### config.mk
export PLATFORM = sky130hd
export DESIGN_NAME = tmr_bank
export DESIGN_NICKNAME = d
export VERILOG_FILES = /design/src/rtl/tmr_pkg.sv /design/src/rtl/tmr_ctl_seq.sv /design/src/rtl/tmr_channel.sv /design/src/rtl/tmr_bank.sv
export SDC_FILE = /design/constraint.sdc
export NUM_CORES = 2
export LEC_CHECK = 0
export BUFFER_PORTS_ARGS = -buffer_cell sky130_fd_sc_hd__buf_2
export CAP_MARGIN = 20
export CORE_MARGIN = 2
export CORE_UTILIZATION = 70
export CTS_CLUSTER_SIZE = 16
export DETAILED_ROUTE_END_ITERATION = 10
export GPL_TIMING_DRIVEN = 0
export MAX_ROUTING_LAYER = met4
export PLACE_DENSITY = 0.83
export RECOVER_POWER = 100
export SLEW_MARGIN = 30
export SYNTH_ARGS = -nofsm -noshare
export SYNTH_HDL_FRONTEND = slang
export SYNTH_SLANG_ARGS = --single-unit
### constraint.sdc
create_clock -name clk -period 10.65 [get_ports clk]
set_input_delay 0.5325 -clock clk [delete_from_list [all_inputs] [get_ports clk]]
set_output_delay 0.5325 -clock clk [all_outputs]
set_load 0.02 [all_outputs]
### src/rtl/tmr_pkg.sv
package tmr_pkg;

    // Control bit positions inside one timer's control nibble
    localparam int CTL_EN    = 0;
    localparam int CTL_EXT   = 1;
    localparam int CTL_IRQ   = 2;
    localparam int CTL_PULSE = 3;
    localparam int CTL_BITS  = 4;

    // Status bit position in the control word
    localparam int STS_BIT = 16;

    // Register offsets inside a 64-byte timer window
    localparam int OFS_W = 6;
    localparam logic [OFS_W-1:0] OFS_COUNT   = 6'h00;
    localparam logic [OFS_W-1:0] OFS_RELOAD  = 6'h04;
    localparam logic [OFS_W-1:0] OFS_MATCH_A = 6'h08;
    localparam logic [OFS_W-1:0] OFS_MATCH_B = 6'h0C;
    localparam logic [OFS_W-1:0] OFS_CTL_SET = 6'h10;
    localparam logic [OFS_W-1:0] OFS_CTL_CLR = 6'h14;

    typedef enum logic [2:0] {
        SEQ_IDLE,
        SEQ_SET_CFG,
        SEQ_SET_EN,
        SEQ_CLR_DIS,
        SEQ_CLR_CFG
    } seq_state_e;

endpackage

### src/rtl/tmr_ctl_seq.sv
module tmr_ctl_seq
    import tmr_pkg::*;
#(
    parameter int CW = CTL_BITS
) (
    input  logic          clk,
    input  logic          rst_n,
    input  logic          set_wr_i,
    input  logic          clr_wr_i,
    input  logic [CW-1:0] wmask_i,
    output logic [CW-1:0] ctrl_o
);

    localparam logic [CW-1:0] EN_MASK  = CW'(1) << CTL_EN;
    localparam logic [CW-1:0] CFG_MASK = ~EN_MASK;

    seq_state_e    state_q, state_d;
    logic [CW-1:0] ctrl_q;
    logic [CW-1:0] pend_q;

    // Next-state logic
    always_comb begin
        state_d = state_q;
        unique case (state_q)
            SEQ_IDLE: begin
                if (set_wr_i)      state_d = SEQ_SET_CFG;
                else if (clr_wr_i) state_d = SEQ_CLR_DIS;
            end
            SEQ_SET_CFG: state_d = SEQ_SET_EN;
            SEQ_SET_EN:  state_d = SEQ_IDLE;
            SEQ_CLR_DIS: state_d = SEQ_CLR_CFG;
            SEQ_CLR_CFG: state_d = SEQ_IDLE;
            default:     state_d = SEQ_IDLE;
        endcase
    end

    // State register
    always_ff @(posedge clk or negedge rst_n) begin
        if (!rst_n) state_q <= SEQ_IDLE;
        else        state_q <= state_d;
    end

    // Output registers: pending mask and control bits
    always_ff @(posedge clk or negedge rst_n) begin
        if (!rst_n) begin
            ctrl_q <= '0;
            pend_q <= '0;
        end else begin
            unique case (state_q)
                SEQ_IDLE: begin
                    if (set_wr_i)      pend_q <= wmask_i & ~ctrl_q;
                    else if (clr_wr_i) pend_q <= wmask_i & ctrl_q;
                end
                SEQ_SET_CFG: ctrl_q <= ctrl_q | (pend_q & CFG_MASK);
                SEQ_SET_EN:  ctrl_q <= ctrl_q | (pend_q & EN_MASK);
                SEQ_CLR_DIS: ctrl_q <= ctrl_q & ~(pend_q & EN_MASK);
                SEQ_CLR_CFG: ctrl_q <= ctrl_q & ~(pend_q & CFG_MASK);
                default: begin
                    ctrl_q <= ctrl_q;
                end
            endcase
        end
    end

    assign ctrl_o = ctrl_q;

endmodule

### src/rtl/tmr_channel.sv
module tmr_channel
    import tmr_pkg::*;
#(
    parameter int CNT_W = 32
) (
    input  logic                clk,
    input  logic                rst_n,
    input  logic                tick_i,
    input  logic [CTL_BITS-1:0] ctrl_i,
    input  logic [CNT_W-1:0]    wdata_i,
    input  logic                wr_cnt_i,
    input  logic                wr_reload_i,
    input  logic                wr_ma_i,
    input  logic                wr_mb_i,
    input  logic                clr_sts_i,
    output logic [CNT_W-1:0]    cnt_o,
    output logic [CNT_W-1:0]    reload_o,
    output logic [CNT_W-1:0]    ma_o,
    output logic [CNT_W-1:0]    mb_o,
    output logic                sts_o
);

    logic [CNT_W-1:0] cnt_q, reload_q, ma_q, mb_q;
    logic             sts_q;
    logic             step;
    logic [CNT_W-1:0] cnt_nxt;
    logic             hit;

    // ctrl_i[CTL_PULSE] is stored by the sequencer and read back; it
    // has no effect on counting.
    logic unused_pulse;
    assign unused_pulse = ctrl_i[CTL_PULSE];

    assign step    = ctrl_i[CTL_EN] && (ctrl_i[CTL_EXT] ? tick_i : 1'b1);
    assign cnt_nxt = (cnt_q == '0) ? reload_q : cnt_q - CNT_W'(1);
    assign hit     = step && ctrl_i[CTL_IRQ] &&
                     ((cnt_nxt == '0) || (cnt_nxt == ma_q) || (cnt_nxt == mb_q));

    always_ff @(posedge clk or negedge rst_n) begin
        if (!rst_n) begin
            cnt_q    <= '0;
            reload_q <= '0;
            ma_q     <= '0;
            mb_q     <= '0;
        end else begin
            if (wr_cnt_i)   cnt_q <= wdata_i;
            else if (step)  cnt_q <= cnt_nxt;
            if (wr_reload_i) reload_q <= wdata_i;
            if (wr_ma_i)     ma_q     <= wdata_i;
            if (wr_mb_i)     mb_q     <= wdata_i;
        end
    end

    always_ff @(posedge clk or negedge rst_n) begin
        if (!rst_n)         sts_q <= 1'b0;
        else if (hit)       sts_q <= 1'b1;
        else if (clr_sts_i) sts_q <= 1'b0;
    end

    assign cnt_o    = cnt_q;
    assign reload_o = reload_q;
    assign ma_o     = ma_q;
    assign mb_o     = mb_q;
    assign sts_o    = sts_q;

endmodule

### src/rtl/tmr_bank.sv
module tmr_bank
    import tmr_pkg::*;
#(
    parameter int NCH    = 8,
    parameter int CNT_W  = 32,
    parameter int ADDR_W = 10,
    parameter int DATA_W = 32
) (
    input  logic              clk,
    input  logic              rst_n,
    input  logic              tick_i,
    input  logic [ADDR_W-1:0] addr_i,
    input  logic [DATA_W-1:0] wdata_i,
    input  logic              wr_en_i,
    input  logic              rd_en_i,
    output logic [DATA_W-1:0] rdata_o,
    output logic [NCH-1:0]    irq_o
);

    localparam int CH_IDX_W = ADDR_W - OFS_W;
    localparam int IDX_W    = (NCH > 1) ? $clog2(NCH) : 1;
    localparam logic [CH_IDX_W:0] NCH_L = (CH_IDX_W+1)'(NCH);

    logic [CH_IDX_W-1:0] ch_idx;
    logic [OFS_W-1:0]    ofs;
    logic                in_range;
    logic [IDX_W-1:0]    sel_idx;

    assign ch_idx   = addr_i[ADDR_W-1:OFS_W];
    assign ofs      = addr_i[OFS_W-1:0];
    assign in_range = ({1'b0, ch_idx} < NCH_L);
    assign sel_idx  = ch_idx[IDX_W-1:0];

    logic [CTL_BITS-1:0] ctrl_a   [NCH];
    logic [CNT_W-1:0]    cnt_a    [NCH];
    logic [CNT_W-1:0]    reload_a [NCH];
    logic [CNT_W-1:0]    ma_a     [NCH];
    logic [CNT_W-1:0]    mb_a     [NCH];
    logic [NCH-1:0]      sts_a;

    for (genvar i = 0; i < NCH; i++) begin : g_ch
        logic wr_here;
        assign wr_here = wr_en_i && in_range && (ch_idx == CH_IDX_W'(i));

        tmr_ctl_seq #(.CW(CTL_BITS)) u_seq (
            .clk      (clk),
            .rst_n    (rst_n),
            .set_wr_i (wr_here && (ofs == OFS_CTL_SET)),
            .clr_wr_i (wr_here && (ofs == OFS_CTL_CLR)),
            .wmask_i  (wdata_i[CTL_BITS-1:0]),
            .ctrl_o   (ctrl_a[i])
        );

        tmr_channel #(.CNT_W(CNT_W)) u_ch (
            .clk         (clk),
            .rst_n       (rst_n),
            .tick_i      (tick_i),
            .ctrl_i      (ctrl_a[i]),
            .wdata_i     (wdata_i[CNT_W-1:0]),
            .wr_cnt_i    (wr_here && (ofs == OFS_COUNT)),
            .wr_reload_i (wr_here && (ofs == OFS_RELOAD)),
            .wr_ma_i     (wr_here && (ofs == OFS_MATCH_A)),
            .wr_mb_i     (wr_here && (ofs == OFS_MATCH_B)),
            .clr_sts_i   (wr_here && (ofs == OFS_CTL_CLR) && wdata_i[STS_BIT]),
            .cnt_o       (cnt_a[i]),
            .reload_o    (reload_a[i]),
            .ma_o        (ma_a[i]),
            .mb_o        (mb_a[i]),
            .sts_o       (sts_a[i])
        );
    end

    // Read multiplexer
    logic [DATA_W-1:0] rd_val;
    always_comb begin
        rd_val = '0;
        if (in_range) begin
            unique case (ofs)
                OFS_COUNT:   rd_val = DATA_W'(cnt_a[sel_idx]);
                OFS_RELOAD:  rd_val = DATA_W'(reload_a[sel_idx]);
                OFS_MATCH_A: rd_val = DATA_W'(ma_a[sel_idx]);
                OFS_MATCH_B: rd_val = DATA_W'(mb_a[sel_idx]);
                OFS_CTL_SET: begin
                    rd_val[CTL_BITS-1:0] = ctrl_a[sel_idx];
                    rd_val[STS_BIT]      = sts_a[sel_idx];
                end
                default: rd_val = '0;
            endcase
        end
    end

    logic [DATA_W-1:0] rdata_q;
    always_ff @(posedge clk or negedge rst_n) begin
        if (!rst_n) rdata_q <= '0;
        else        rdata_q <= rd_en_i ? rd_val : '0;
    end

    assign rdata_o = rdata_q;
    assign irq_o   = sts_a;

endmodule

==> results.yml, run 1 <==
outcome:
  outcome: "aborted with a tool error"
  lastStage: "global routing (5_1_grt)"
  stop_error: "[ERROR GRT-0116] Global routing finished with congestion. Check the congestion regions in the DRC Viewer."
yosys:
  syn-instance-count: 7159
  synthTopCellsByArea: "dfrtp_1 (40%), mux2_2 (11%), mux4_2 (8.2%), xnor2_1 (4.4%), xor2_1 (4.2%)"
  synth_ff_type: "dfrtp_1"
  yosys.area.top_type_share_pct: 39.7
  synth_edf_count: 0
  yosysSeqAreaShare_pct: 39.7
  avgSynthCellArea_um2: 10.1
  netlist-cell-type-count: 97
  ys_ff_latch: 1152
  synthesis.nets: 7222
  synthArstFlopShare_pct: 100
  ys_warn_count: 0
  synth_area_um2: 72600
  post-synth-top-area-cell: "dfrtp_1"
die:
  die_h_um: 326
  rows: 118
  start_util_pct: 70.4
  pin_count: 87
  dieWidth_um: 326
place:
  place.gp.congestion: 1.59
  numPortBuffers: 80
  place_inst: 8652
  dp_hpwl_mm: 299
global_routing:
  grt_max_degree: 129
  grt.overflow.total: 456
  grt_pass1_vias: 80500
  grt_usage_pct: 85.2
  grt_pass1_wl_mm: 630
clock_tree:
  root_buffer: "clkbuf_16"
  cts_buffers: 118
  post_cts_resized: 0
  clock-sinks: 1152
  h-tree-depth: 3
  clockBufferDepth: 3
## through the flow
stage | instance area [um^2] | utilization, % | hold slack, ns | setup slack (ns)
4_1_cts | 80100 | 77.6 | 0.0629 | 5.24
2_1_floorplan | 72600 | - | 0.237 | 7.07
3_5_place_dp | 75800 | 73.5 | 0.459 | 5.29
3_3_place_gp | 74800 | 72.5 | 0.451 | -15.43
## synth_stat cells, types with 14 or more instances
cell type	instances
a31oi_1	58
a21oi_1	337
nand3b_1	14
a22oi_1	24
dfrtp_1	1152
nand4b_1	18
a211oi_1	32
or2_2	25
mux4_2	266
a2111oi_0	16
ha_1	16
nor4_1	157
a221oi_1	20
nand4_1	108
nor3b_1	22
nand2b_1	19
inv_1	136
or4_1	80
o21ai_0	436
o211ai_1	28
clkbuf_1	427
o41ai_1	17
o22ai_1	119
mux2i_1	241
o31ai_1	34
mux2_2	734
nor2_1	509
nor3_1	168
buf_1	82
nand3_1	135
xnor2_1	363
nand2_1	648
and3_1	25
nor2b_1	19
o21a_1	14
xor2_1	345
or3_1	43
o2111ai_1	25
## repair_timing
item,4_1_cts
hold buffers,1
hold endpoints to repair,82
setup buffers,0
## cells by family after synthesis
kind of cell	share of synthesized area, %
flip-flops	39.7
multiplexers	23.1
buffers and inverters	3.54
adder cells (fa/ha/maj)	0.276
AND/OR/NAND/NOR	14.0
AO/OA/AOI/OAI	10.7
XOR/XNOR	8.75
## per-layer routing
metal | GRT overflow | global-route usage (%)
met1 | 85 | 86.1
met2 | 141 | 91.1
met3 | 133 | 81.1
met4 | 97 | 77.2
met5 | - | -
==> inputs of run 2 (changes only) <==
CORE_UTILIZATION = 40   (was 70)
CTS_CLUSTER_SIZE = default   (was 16)
MAX_ROUTING_LAYER = default   (was met4)
PLACE_DENSITY = default   (was 0.83)
PLACE_DENSITY_LB_ADDON = 0.15   (was default)
==> run 2 against run 1 <==
The flow now finishes, with violations (capacitance limit, slew limit). Synthesized cell count is the same. Synthesized area is the same.
==> results.yml, run 2 <==
yosys:
  synthTopCellsByArea: "dfrtp_1 (40%), mux2_2 (11%), mux4_2 (8.2%), xnor2_1 (4.4%), xor2_1 (4.2%)"
  synthArstFlopShare_pct: 100
  synth_top_cells_by_count: "dfrtp_1 (1152), mux2_2 (734), nand2_1 (648)"
  synth_area_um2: 72600
  yosys.area.top_type_share_pct: 39.7
  yosysSeqAreaShare_pct: 39.7
  ys_warn_count: 0
  avgSynthCellArea_um2: 10.1
  synth_edf_count: 0
  post-synth-top-area-cell: "dfrtp_1"
  synth_ff_type: "dfrtp_1"
  synthesis.nets: 7222
  ys_ff_latch: 1152
  syn-instance-count: 7159
  yosys.cell_count.top_type: "dfrtp_1"
  netlist-cell-type-count: 97
die:
  dieWidth_um: 430
  die_h_um: 430
  rows: 156
  design.core.area_um2: 181000
  dieArea_um2: 185000
  start_util_pct: 40.2
  pin_count: 87
outcome:
  violations: "capacitance limit, slew limit"
  outcome: "finished with violations"
setup_path:
  regToRegSetupSlack_ns: 2.80
  reg2reg_depth: 13
  r2r-start: "g_ch[0].u_ch.cnt_o[8]$_DFFE_PN0P_"
  cp.required_ns: 11.40
  arrival_ns: 8.60
  startpoint_type: "register"
  rr_endpoint: "g_ch[0].u_ch.sts_o$_DFFE_PN0P_"
  end_kind: "register"
  critPathKind: "register to register"
  cp_max_fo: 10
sta:
  finalSetupViolCount: 0
  final_max_slew_viol_count: 628
  rsz0062_at_grt: "no"
  period_share_pct: 73.7
  fmax_mhz: 127
  clock_skew_ns: 0.0299
  final.setup.tns_ns: 0
  max_slew.worst_pin.slew_ns: 4.96
  hold_violations: 0
  slew_headroom_pct: -231
  holdWs_ns: 0.0754
  post-route-min-period_ns: 7.85
layout:
  drive_gt1_share_pct: 21.5
  multi_input_area_um2: 41600
  fin_nets: 7544
  seq_area_um2: 28800
  layout_common_cells: "dfrtp_1 (1152), mux2_2 (732), nand2_1 (646)"
  fin_area_um2: 83300
  synthToLayoutAreaGrowth_pct: 14.7
  fillers: 17400
  final_common_cell: "dfrtp_1"
route:
  wirelength_mm: 510
  drc: 0
  wl_per_cell_um: 50.6
  vias: 74100
  ant_nets: 0
  dr.first_iter.drc_count: 13900
  dr.pass1.iters: 8
  vias_per_cell: 7.36
global_routing:
  grt_antenna_before_repair: 72
  grt_pass1_wl_mm: 652
  grt_usage_pct: 53.8
  grt.overflow.total: 0
  grt_max_degree: 122
  grt_pass1_vias: 65400
clock_tree:
  clockBufferDepth: 3
  root_buffer: "clkbuf_16"
  path_clk_slew_ns: 0.06
  cts_buffers: 144
  postCtsSetupRepairBufs: 0
  tritoncts: "done"
  insertion_delay_ns: 0.85
  h-tree-depth: 4
  post_cts_resized: 0
  clock-sinks: 1152
place:
  place.gp.congestion: 1.17
  place_area_um2: 78300
  numPortBuffers: 80
  dp_hpwl_mm: 418
power_and_ir_drop:
  p_sw_uw: 5200
  peakVddDrop_v: 0.000137
  total_power_uw: 13600
  swShare_pct: 38.1
  power_density_nw_per_um2: 164
  p_comb_share_pct: 26.9
  p_leak_uw: 0.0371
  p_seq_share_pct: 34.7
  power_frac_clock_pct: 38.5
  p_int_uw: 8450
min_path:
  min_to: "g_ch[0].u_ch.mb_o[29]$_DFFE_PN0P_"
  hp-start: "wdata_i[29]"
  hold_depth: 2
  hold_class: "input pin to register"
run:
  drv_cap: 19
-- run 2: cell counts after synthesis --
Identical to the previous run, type by type.
-- run 2: cell families after synthesis --
kind of cell | after synthesis | share of synthesized area, %
AO/OA/AOI/OAI | 1292 | 10.7
XOR/XNOR | 715 | 8.75
adder cells (fa/ha/maj) | 16 | 0.276
buffers and inverters | 667 | 3.54
flip-flops | 1152 | 39.7
multiplexers | 1246 | 23.1
AND/OR/NAND/NOR | 2071 | 14.0
-- run 2: final cells by class --
cell class / instances / share of cell area [%]
buffer: 530 / 2.66
antenna: 91 / 0.273
tap: 2370 / 3.56
timing repair buffer: 176 / 2.41
inverter: 137 / 0.617
sequential: 1152 / 34.6
multi-input combinational: 5340 / 50.0
clock buffer: 207 / 5.08
clock inverter: 59 / 0.805
-- run 2: power by group through the flow --
stage,Clock [uW],Sequential [uW],Combinational (uW)
2_1_floorplan,0,4640,1690
4_1_cts,5220,4710,3320
3_5_place_dp,0,4780,3310
6_report,5250,4730,3670
3_3_place_gp,0,4790,3210
5_1_grt,5390,4720,3620
-- run 2: worst max-delay path by stage --
| stage | cells after the start | slack, ns | from | endpoint |
|---|---|---|---|---|
| floorplan | 11 | 7.07 | g_ch[7].u_ch.cnt_o[14]$_DFFE_PN0P_ | g_ch[7].u_ch.sts_o$_DFFE_PN0P_ |
| global placement | 1 | -17.63 | rst_n | g_ch[6].u_ch.cnt_o[25]$_DFFE_PN0P_ |
| detailed placement | 9 | 4.29 | g_ch[3].u_ch.cnt_o[12]$_DFFE_PN0P_ | g_ch[3].u_ch.sts_o$_DFFE_PN0P_ |
| CTS | 9 | 4.27 | g_ch[3].u_ch.cnt_o[12]$_DFFE_PN0P_ | g_ch[3].u_ch.sts_o$_DFFE_PN0P_ |
| global route | 6 | 2.31 | rst_n | g_ch[6].u_ch.reload_o[22]$_DFFE_PN0P_ |
| finish | 13 | 2.80 | g_ch[0].u_ch.cnt_o[8]$_DFFE_PN0P_ | g_ch[0].u_ch.sts_o$_DFFE_PN0P_ |
-- run 2: repair_timing --
item,CTS,global route
hold endpoints to repair,84,0
endpoints found under the setup margin,0,0
hold buffers,8,0
-- run 2: metrics by stage --
| step | setup slack, ns | cells | util [%] |
|---|---|---|---|
| finish | 2.80 | 10100 | 46.1 |
| global route | 2.31 | 9982 | 46.0 |
| CTS | 4.27 | 9969 | 46.1 |
| detailed placement | 4.29 | 9695 | 43.4 |
| global placement | -17.63 | 9609 | 42.1 |
| floorplan | 7.07 | 7159 | - |
-- run 2: critical path: stages (launching register included) --
cell	delay [ns]
dfrtp_1	0.35
clkbuf_1	0.32
nor4_1	1.54
nand3_1	0.74
nor2_1	0.56
nand2_1	0.58
clkbuf_1	0.62
clkbuf_1	0.59
o21ai_0	0.57
xor2_1	0.25
nand3_1	0.23
nor4_1	1.06
a31oi_1	0.18
o21ai_0	0.13
-- run 2: per-layer routing --
layer	part of all wire, %	vias to the layer above	track usage [%]
li1	-	27000	-
met1	38	37800	69.8
met2	35	7483	63.6
met3	18	1650	34.6
met4	8.0	50	34.3
met5	0.30	-	3.28
Power figures use the tool's default switching activity.
